**src/rtl/i2cs_pkg.sv**
```systemverilog
package i2cs_pkg;
  localparam int PTR_W = 16;

  typedef enum logic [2:0] {
    ST_IDLE, ST_DEV, ST_PTR_HI, ST_PTR_LO, ST_WR, ST_RD
  } i2cs_state_e;

  localparam logic [1:0] LVL_LOW  = 2'b00;
  localparam logic [1:0] LVL_OPEN = 2'b01;
  localparam logic [1:0] LVL_HIGH = 2'b10;

  // unused code 11 is read as open
  function automatic logic [1:0] strap_level(input logic [1:0] code);
    return (code == 2'b11) ? LVL_OPEN : code;
  endfunction
endpackage

```
**src/rtl/i2cs_sync.sv**
```systemverilog
module i2cs_sync #(
  parameter int STAGES = 2
) (
  input  logic clk_i,
  input  logic rst_ni,
  input  logic scl_i,
  input  logic sda_i,
  output logic sda_o,
  output logic scl_rise_o,
  output logic scl_fall_o,
  output logic start_o,
  output logic stop_o
);
  logic [STAGES-1:0] scl_q, sda_q;
  logic scl_p, sda_p;

  always_ff @(posedge clk_i or negedge rst_ni) begin
    if (!rst_ni) begin
      scl_q <= '1;
      sda_q <= '1;
      scl_p <= 1'b1;
      sda_p <= 1'b1;
    end else begin
      scl_q <= {scl_q[STAGES-2:0], scl_i};
      sda_q <= {sda_q[STAGES-2:0], sda_i};
      scl_p <= scl_q[STAGES-1];
      sda_p <= sda_q[STAGES-1];
    end
  end

  logic scl_s;
  assign scl_s      = scl_q[STAGES-1];
  assign sda_o      = sda_q[STAGES-1];
  assign scl_rise_o = scl_s & ~scl_p;
  assign scl_fall_o = ~scl_s & scl_p;
  assign start_o    = scl_s & scl_p & sda_p & ~sda_o;
  assign stop_o     = scl_s & scl_p & ~sda_p & sda_o;
endmodule

```
**src/rtl/i2cs_strap_dec.sv**
```systemverilog
module i2cs_strap_dec
  import i2cs_pkg::*;
#(
  parameter logic [3:0] PREFIX = 4'b1011
) (
  input  logic       clk_i,
  input  logic       rst_ni,
  input  logic [1:0] strap_msb_i,
  input  logic [1:0] strap_lsb_i,
  output logic [6:0] dev_addr_o,
  output logic       spi_sel_o
);
  logic [3:0] idx;
  assign idx = {2'b00, strap_level(strap_msb_i)} * 4'd3
             + {2'b00, strap_level(strap_lsb_i)};

  always_ff @(posedge clk_i or negedge rst_ni) begin
    if (!rst_ni) begin
      dev_addr_o <= {PREFIX, 3'b000};
      spi_sel_o  <= 1'b0;
    end else begin
      dev_addr_o <= {PREFIX, idx[2:0]};
      spi_sel_o  <= (idx == 4'd8);
    end
  end
endmodule

```
**src/rtl/i2cs_regfile.sv**
```systemverilog
module i2cs_regfile #(
  parameter int DEPTH = 16,
  localparam int IW = $clog2(DEPTH)
) (
  input  logic          clk_i,
  input  logic          rst_ni,
  input  logic          we_i,
  input  logic [IW-1:0] waddr_i,
  input  logic [7:0]    wdata_i,
  input  logic [IW-1:0] raddr_i,
  output logic [7:0]    rdata_o
);
  logic [7:0] mem [DEPTH];

  for (genvar g = 0; g < DEPTH; g++) begin : g_reg
    always_ff @(posedge clk_i or negedge rst_ni) begin
      if (!rst_ni)                                 mem[g] <= 8'h00;
      else if (we_i && waddr_i == IW'(g))          mem[g] <= wdata_i;
    end
  end

  assign rdata_o = mem[raddr_i];
endmodule

```
**src/rtl/i2c_strap_slave.sv**
```systemverilog
module i2c_strap_slave
  import i2cs_pkg::*;
#(
  parameter int         REG_DEPTH   = 16,
  parameter int         SYNC_STAGES = 2,
  parameter logic [3:0] ADDR_PREFIX = 4'b1011
) (
  input  logic       clk_i,
  input  logic       rst_ni,
  input  logic       scl_i,
  input  logic       sda_i,
  output logic       sda_oe_o,
  input  logic [1:0] strap_msb_i,
  input  logic [1:0] strap_lsb_i,
  output logic       spi_sel_o
);
  localparam int IW = $clog2(REG_DEPTH);

  logic sda_s, scl_rise, scl_fall, start_c, stop_c;
  logic [6:0] dev_addr;

  i2cs_sync #(.STAGES(SYNC_STAGES)) u_sync (
    .clk_i, .rst_ni, .scl_i, .sda_i,
    .sda_o(sda_s), .scl_rise_o(scl_rise), .scl_fall_o(scl_fall),
    .start_o(start_c), .stop_o(stop_c)
  );

  i2cs_strap_dec #(.PREFIX(ADDR_PREFIX)) u_dec (
    .clk_i, .rst_ni, .strap_msb_i, .strap_lsb_i,
    .dev_addr_o(dev_addr), .spi_sel_o
  );

  i2cs_state_e state;
  logic [3:0]       bit_cnt;
  logic [7:0]       sh, tx;
  logic [PTR_W-1:0] ptr, ptr_nx;
  logic             rd, mnack, ack_drv, tx_act;
  logic             we, quiet;
  logic [7:0]       rdata;

  assign quiet  = spi_sel_o | stop_c | start_c;
  assign ptr_nx = ptr + 1'b1;
  assign we     = ~quiet & scl_fall & (bit_cnt == 4'd8) & (state == ST_WR);

  i2cs_regfile #(.DEPTH(REG_DEPTH)) u_rf (
    .clk_i, .rst_ni, .we_i(we), .waddr_i(ptr[IW-1:0]), .wdata_i(sh),
    .raddr_i(state == ST_RD ? ptr_nx[IW-1:0] : ptr[IW-1:0]), .rdata_o(rdata)
  );

  always_ff @(posedge clk_i or negedge rst_ni) begin
    if (!rst_ni) begin
      state   <= ST_IDLE;
      bit_cnt <= '0;
      sh      <= '0;
      tx      <= '1;
      ptr     <= '0;
      rd      <= 1'b0;
      mnack   <= 1'b1;
      ack_drv <= 1'b0;
      tx_act  <= 1'b0;
    end else if (spi_sel_o || stop_c) begin
      state   <= ST_IDLE;
      bit_cnt <= '0;
      ack_drv <= 1'b0;
      tx_act  <= 1'b0;
    end else if (start_c) begin
      state   <= ST_DEV;
      bit_cnt <= '0;
      ack_drv <= 1'b0;
      tx_act  <= 1'b0;
    end else if (state != ST_IDLE) begin
      if (scl_rise) begin
        if (bit_cnt < 4'd8) begin
          bit_cnt <= bit_cnt + 4'd1;
          sh      <= {sh[6:0], sda_s};
        end else if (bit_cnt == 4'd8) begin
          bit_cnt <= 4'd9;
          mnack   <= sda_s;
        end
      end else if (scl_fall) begin
        if (bit_cnt == 4'd8) begin
          unique case (state)
            ST_DEV: begin
              if (sh[7:1] == dev_addr) begin
                ack_drv <= 1'b1;
                rd      <= sh[0];
              end else begin
                state <= ST_IDLE;
              end
            end
            ST_PTR_HI: begin ack_drv <= 1'b1; ptr[15:8] <= sh; end
            ST_PTR_LO: begin ack_drv <= 1'b1; ptr[7:0]  <= sh; end
            ST_WR:     begin ack_drv <= 1'b1; ptr <= ptr_nx;   end
            ST_RD:     tx_act <= 1'b0;
            default:   ;
          endcase
        end else if (bit_cnt == 4'd9) begin
          bit_cnt <= '0;
          ack_drv <= 1'b0;
          unique case (state)
            ST_DEV: begin
              if (rd) begin
                state  <= ST_RD;
                tx     <= rdata;
                tx_act <= 1'b1;
              end else begin
                state <= ST_PTR_HI;
              end
            end
            ST_PTR_HI: state <= ST_PTR_LO;
            ST_PTR_LO: state <= ST_WR;
            ST_RD: begin
              if (mnack) begin
                state <= ST_IDLE;
              end else begin
                ptr    <= ptr_nx;
                tx     <= rdata;
                tx_act <= 1'b1;
              end
            end
            default: ;
          endcase
        end else if (bit_cnt != 4'd0 && state == ST_RD) begin
          tx <= {tx[6:0], 1'b1};
        end
      end
    end
  end

  assign sda_oe_o = ack_drv | (tx_act & ~tx[7]);
endmodule

```
**config.mk**
```make
export PLATFORM = sky130hd
export DESIGN_NAME = i2c_strap_slave
export DESIGN_NICKNAME = d
export VERILOG_FILES = /design/src/rtl/i2cs_pkg.sv /design/src/rtl/i2cs_sync.sv /design/src/rtl/i2cs_strap_dec.sv /design/src/rtl/i2cs_regfile.sv /design/src/rtl/i2c_strap_slave.sv
export SDC_FILE = /design/constraint.sdc
export NUM_CORES = 1
export LEC_CHECK = 0
export BUFFER_PORTS_ARGS = -buffer_cell sky130_fd_sc_hd__buf_2
export CORE_ASPECT_RATIO = 1.25
export CORE_MARGIN = 1.5
export CORE_UTILIZATION = 58
export CTS_CLUSTER_DIAMETER = 120
export DETAILED_ROUTE_END_ITERATION = 16
export GPL_TIMING_DRIVEN = 0
export PLACE_DENSITY = 0.84
export SYNTH_ARGS = -nofsm -noshare
export SYNTH_HDL_FRONTEND = slang
export SYNTH_SLANG_ARGS = --single-unit
```
**constraint.sdc**
```tcl
create_clock -name clk_i -period 2.6 [get_ports clk_i]
set_input_delay 0.52 -clock clk_i [delete_from_list [all_inputs] [get_ports clk_i]]
set_output_delay 0.52 -clock clk_i [all_outputs]
set_load 0.01 [all_outputs]
```
# After elaboration in Yosys (flattened, before gate mapping)
# Index checks and enable logic that the tools add are counted.
# totals
mem_bits_rw,0
latch_bits,0
mem_count,0
regBits,181
output_inout_bits,2
inputBits,8
mem_bits_ro,0
# op_classes
mux,58
bitwise,26
reduce_logical,42
div_mod_pow,0
n_shift,0
n_eq_ne,43
multipliers,1
magnitude_cmp,2
add_sub_neg,3
# ops
op,n
$mux 16,4
$mux 8,6
$pmux 8 s2,3
$eq 4x4->1 const B,11
$mux 4,10
$mux 3,11
$bmux 8 s4,1
$reduce_and 8->1,3
$ne 5x5->1 const B,4
$reduce_bool 4->1,5
$mux 1,18
$reduce_and 9->1,2
$logic_and 1x1->1,17
$add 16x1->16 const B,1
$eq 4x3->1 const B,4
$pmux 3 s4,1
$reduce_and 6->1,2
$and 1x1->1,11
$not 1->1,11
$reduce_and 10->1,1
$reduce_and 5->1,2
$reduce_bool 3->1,3
$eq 4x2->1 const B,2
$ne 4x3->1 const B,2
other kinds (27),40

# Longest topological paths before layout
# logic_depth
ltp_word,10
ltp_mapped,14

# Hierarchy
# From an unflattened synthesis, not the netlist that was laid out.
# unflattened
cells_unflattened,601
area_unflattened_um2,8293.0
# modules_own_cells
module,area_per_inst_um2,seq_area_each_um2,cells_each,n_inst
i2cs_regfile,5903.2,3203.1,364,1
i2c_strap_slave,1959.4,787.0,206,1
i2cs_strap_dec,240.2,100.1,21,1
i2cs_sync,190.2,157.7,10,1

# Worst setup path before layout
# Ideal clock, no wire load.
# synth_path
path_type,register to register
from,register ptr[1]
to,register tx[0]
synth_period_minus_slack_ns,2.793
path_slack_ns,-0.193
arrival_time_ns,2.710
setup_time_ns,0.083
stages_incl_launch_ff,13
path_cell_list,dfrtp_1 -> buf_4 -> buf_2 -> buf_2 -> inv_1 -> ha_1 -> buf_4 -> buf_6 -> buf_4 -> mux4_2 -> o22ai_1 -> a211oi_1 -> o32a_1
# synth_between
elab_chain_cells,9
# synth_lines
element,line,source
"start, declared",i2c_strap_slave.sv:36,"logic [PTR_W-1:0] ptr, ptr_nx;"
"start signal, assigned",i2c_strap_slave.sv:116,ptr <= ptr_nx;
$add 16x1->16,i2c_strap_slave.sv:42,assign ptr_nx = ptr + 1'b1;
$mux 4 *,i2c_strap_slave.sv:47,".raddr_i(state == ST_RD ? ptr_nx[IW-1:0] : ptr[IW-1:0]), .rdata_o(rdata)"
$not 4->5 (not written as such) *,i2cs_regfile.sv:22,assign rdata_o = mem[raddr_i];
$bmux 8 s4 *,i2cs_regfile.sv:22,
$mux 8 (not written as such) * (2 in series),i2cs_regfile.sv:22,
$mux 8 (on tied branches),"i2c_strap_slave.sv:113, i2c_strap_slave.sv:102",
$pmux 8 s2 *,i2c_strap_slave.sv:100,unique case (state)
$mux 8 *,i2c_strap_slave.sv:97,end else if (bit_cnt == 4'd9) begin
"end signal, assigned",i2c_strap_slave.sv:104,tx <= rdata;
"end signal, assigned",i2c_strap_slave.sv:117,tx <= rdata;
"end signal, assigned",i2c_strap_slave.sv:124,"tx <= {tx[6:0], 1'b1};"
"end, declared",i2c_strap_slave.sv:35,"logic [7:0] sh, tx;"
# Every way passes the cells marked *; elsewhere a longest branch is shown, timed or not. The select of a mux whose other input is x is not followed.
# A chain may end at the register's enable or synchronous reset.

# Final worst setup path
# layout_path
from,register ptr[1]
to,register tx[7]
# Same word-level chain as after synthesis.

==> results.txt <==
Shortest period the worst path allows = 2.61 ns
Largest cells by area after synthesis = dfrtp_1 (40%), mux2_2 (13%), mux4_2 (7.2%), mux2_4 (4.9%), mux2i_1 (4.6%)
Die boundary height = 148 µm
Net count of the finished layout = 853
TritonCTS clock tree = done
WL met3 = 2040 µm
Ys Warns = 0
Wire length reported by the detailed router = 26100 µm
Share of synthesized flip-flops with an asynchronous set or reset = 100%
Placer congestion estimate = 0.916
Worst path arrival time = 2.97 ns
Number of placement rows = 52
Clock slew seen by the registers of the worst setup and hold paths = 0.07 ns
1st-pass router iterations = 7
Number of enable-type register cells in the synthesized netlist = 0
Highest clock frequency the design can meet = 384 MHz
Violated checks = negative setup slack
Startpoint kind of the worst setup timing path = register
Number of H-tree levels = 4
Max rail drop VDD = 0.438 mV
Post-synth net total = 797
Die area = 0.0176 mm²
Fraction of final layout cells sized beyond drive strength 1 = 43.6%
PwrDens = 478 mW/mm²
Clock latency of the later-clocked register in the worst-skew pair = 0.44 ns
Lkg Pwr = 0.00495 µW
Post-synthesis cell count = 775
Maximum buffer depth of the clock tree = 2
Cell Area, Placed = 0.0101 mm²
Remaining antenna violation count after routing = 0
Number of hold buffers added after cts = 0
Mean area per synthesized cell = 12.6 µm²
Number of vias in the routed layout = 7175
Clock tree skew after final layout = 0.0105 ns
Slew HR = 38.3%
Avg WL per Cell = 24.6 µm
Largest family of logic cells by synthesized area = multiplexers
Part of the Yosys area used for sequential elements = 43.7%
Crit path capture type = register
Highest-count cells in the layout ignoring fill and taps = dfrtp_1 (153), mux2_2 (112), mux2i_1 (39), a211oi_1 (38), buf_4 (35)
Initial antenna violation count = 0
Total overflow reported by the global router = 0
Xor-xnor portion of the synthesized cell area = 0.784%
X dimension of the die = 119 µm
Library cell occupying the most area in the post-synthesis netlist = dfrtp_1
Number of vias per cell after detailed routing = 6.77
Post-synthesis compound-gate area fraction = 10.7%
ANT cells = 0
Number of global-route vias before repair = 7111
GR Util All Layers = 29.7%
Fin util = 69.1%
Critical Setup Path Class = reg -> reg
Count of unresolved DRC violations after routing = 0
Max-cap violation count = 0
Clock root buffer = clkbuf_16
Count of input and output buffers = 9
Distinct cells, synth = 69
Cell Area, Synth = 0.00973 mm²
Path category of the worst min-delay check = in -> async
Sinks on the clock net = 169
Core area = 0.0163 mm²
Share of synthesized cell area in full adder, half adder and majority cells = 1.88%
Prevailing post-synth register cell = dfrtp_1
Maximum number of pins on one net before global-route repair = 93
Top layer in use = met4
Transition time at the pin with the least slew margin = 0.926 ns
Total length of routed met2 wires = 12700 µm
Status = complete, but fails checks
Count of final setup violators = 1
Final number of max-transition violations = 0
First-iteration detailed-routing DRC count = 761
Area growth from synthesis to layout = 15.9%
Share of Yosys cell area claimed by the top area cell type = 39.6%
Post-Synth Simple-Gate Area = 8.63%
Worst setup margin = -0.00602 ns
Final Cell Area = 0.0113 mm²
Global-route wire length before repair = 39200 µm
Total Negative Setup Slacks = -0.00602 ns
Post-place setup slack = -0.918 ns
Commonest non-fill, non-tap cell in the layout = dfrtp_1
Routed metal-1 wirelength = 9840 µm
Number of placed I/O pins = 10
Multiplexer share of the synthesized area = 29.7%
Final hold violation count = 0
Total clock buffers created by CTS = 17
Effective utilization at floorplan = 59.6%
Yosys reg bits = 169
HPWL after detailed placement = 16200 µm
Maximum fanout along the worst path = 9
Required time worst endpoint = 2.96 ns
Final critical-path share of the clock period = 100%
## path summary, 6_finish.rpt
path	cells past startpoint	to	startpoint	slack [ns]
max in group asynchronous	2	tx[7]	rst_ni	1.69
min	1	u_rf.mem[26]	rst_ni	0.05
max reg2reg	9	tx[7]	ptr[1]	-0.006
min in group clk_i	1	u_sync.sda_q[0]	sda_i	0.17
max	9	tx[7]	ptr[1]	-0.006
min reg2reg	0	u_sync.scl_q[1]	u_sync.scl_q[0]	0.36
## through the flow
step | hold slack, ns | cells | power (µW)
finish | 0.0549 | 1060 | 5390
floorplan | 0.224 | 775 | 2840
global route | 0.117 | 1060 | 5560
global placement | 0.346 | 1000 | 2940
CTS | 0.0787 | 1036 | 5410
detailed placement | 0.348 | 1001 | 2960
## routing by layer
| layer | GRT usage, % | up-vias |
|---|---|---|
| met2 | 48.0 | 405 |
| li1 | - | 3053 |
| met5 | 0 | - |
| met4 | 19.3 | 0 |
| met1 | 36.3 | 3598 |
| met3 | 6.13 | 119 |
## Yosys cell counts, types with 10 or more instances
master / instances
dfstp_2: 15
nand2_2: 13
a21oi_1: 15
o21ai_0: 19
ha_1: 13
a2111oi_0: 13
inv_1: 11
a211oi_1: 39
a22o_1: 13
nor2_1: 27
buf_4: 12
dfrtp_1: 154
clkbuf_1: 25
mux2_4: 32
nor3_1: 10
mux2_2: 112
buf_2: 15
mux4_2: 31
nand2_1: 24
nor2b_1: 30
mux2i_1: 45
## where the power goes
| group | internal [µW] | switching (µW) |
|---|---|---|
| clock network | 1360 | 1110 |
| registers | 2660 | 24.4 |
| logic | 63.5 | 168 |
| total | 4080 | 1310 |
## critical path: stages, from the launching register on
cell      delay, ns
dfrtp_2        0.41
buf_4          0.17
ha_2           0.24
nand4b_4       0.16
buf_4          0.19
xnor2_4        0.30
nand2_1        0.24
a211oi_1       0.41
o41ai_2        0.13
a41oi_1        0.27
## area by class of cell
type,instances,area [µm²]
multi-input cells,529,5260
fillers,1046,5050
flip-flops and latches,169,4250
plain buffers,61,498
clock buffers,18,439
repair buffers,41,365
well taps,216,270
clock inverters,14,133
inverters,12,60.1
## kinds of logic after synthesis
| family | Yosys count |
|---|---|
| buffers and inverters | 77 |
| xor gates and xnor gates | 7 |
| DFF | 169 |
| AOI/OAI and AO/OA | 142 |
| and+or+nand+nor | 146 |
| adders and majority gates | 14 |
| muxes | 220 |
## flip-flops by register name, indices dropped and copies added, names as in the netlist
register          cells
u_dec.dev_addr_o      3
ptr                   4
tx                    8
u_rf.mem            128
rd                    1
tx_act                1
u_sync.sda_p          1
u_dec.spi_sel_o       1
bit_cnt               4
mnack                 1
u_sync.scl_p          1
u_sync.scl_q          2
sh                    8
ack_drv               1
state                 3
u_sync.sda_q          2
## repair_timing
action / in CTS / in global routing
endpoints found under the setup margin: 10 / 34
pin swaps: 9 / 10
cloned: 0 / 4
gates resized for setup: 53 / 25
buffers inserted: 5 / 22
Note: power is estimated with default switching activity, not from simulation.
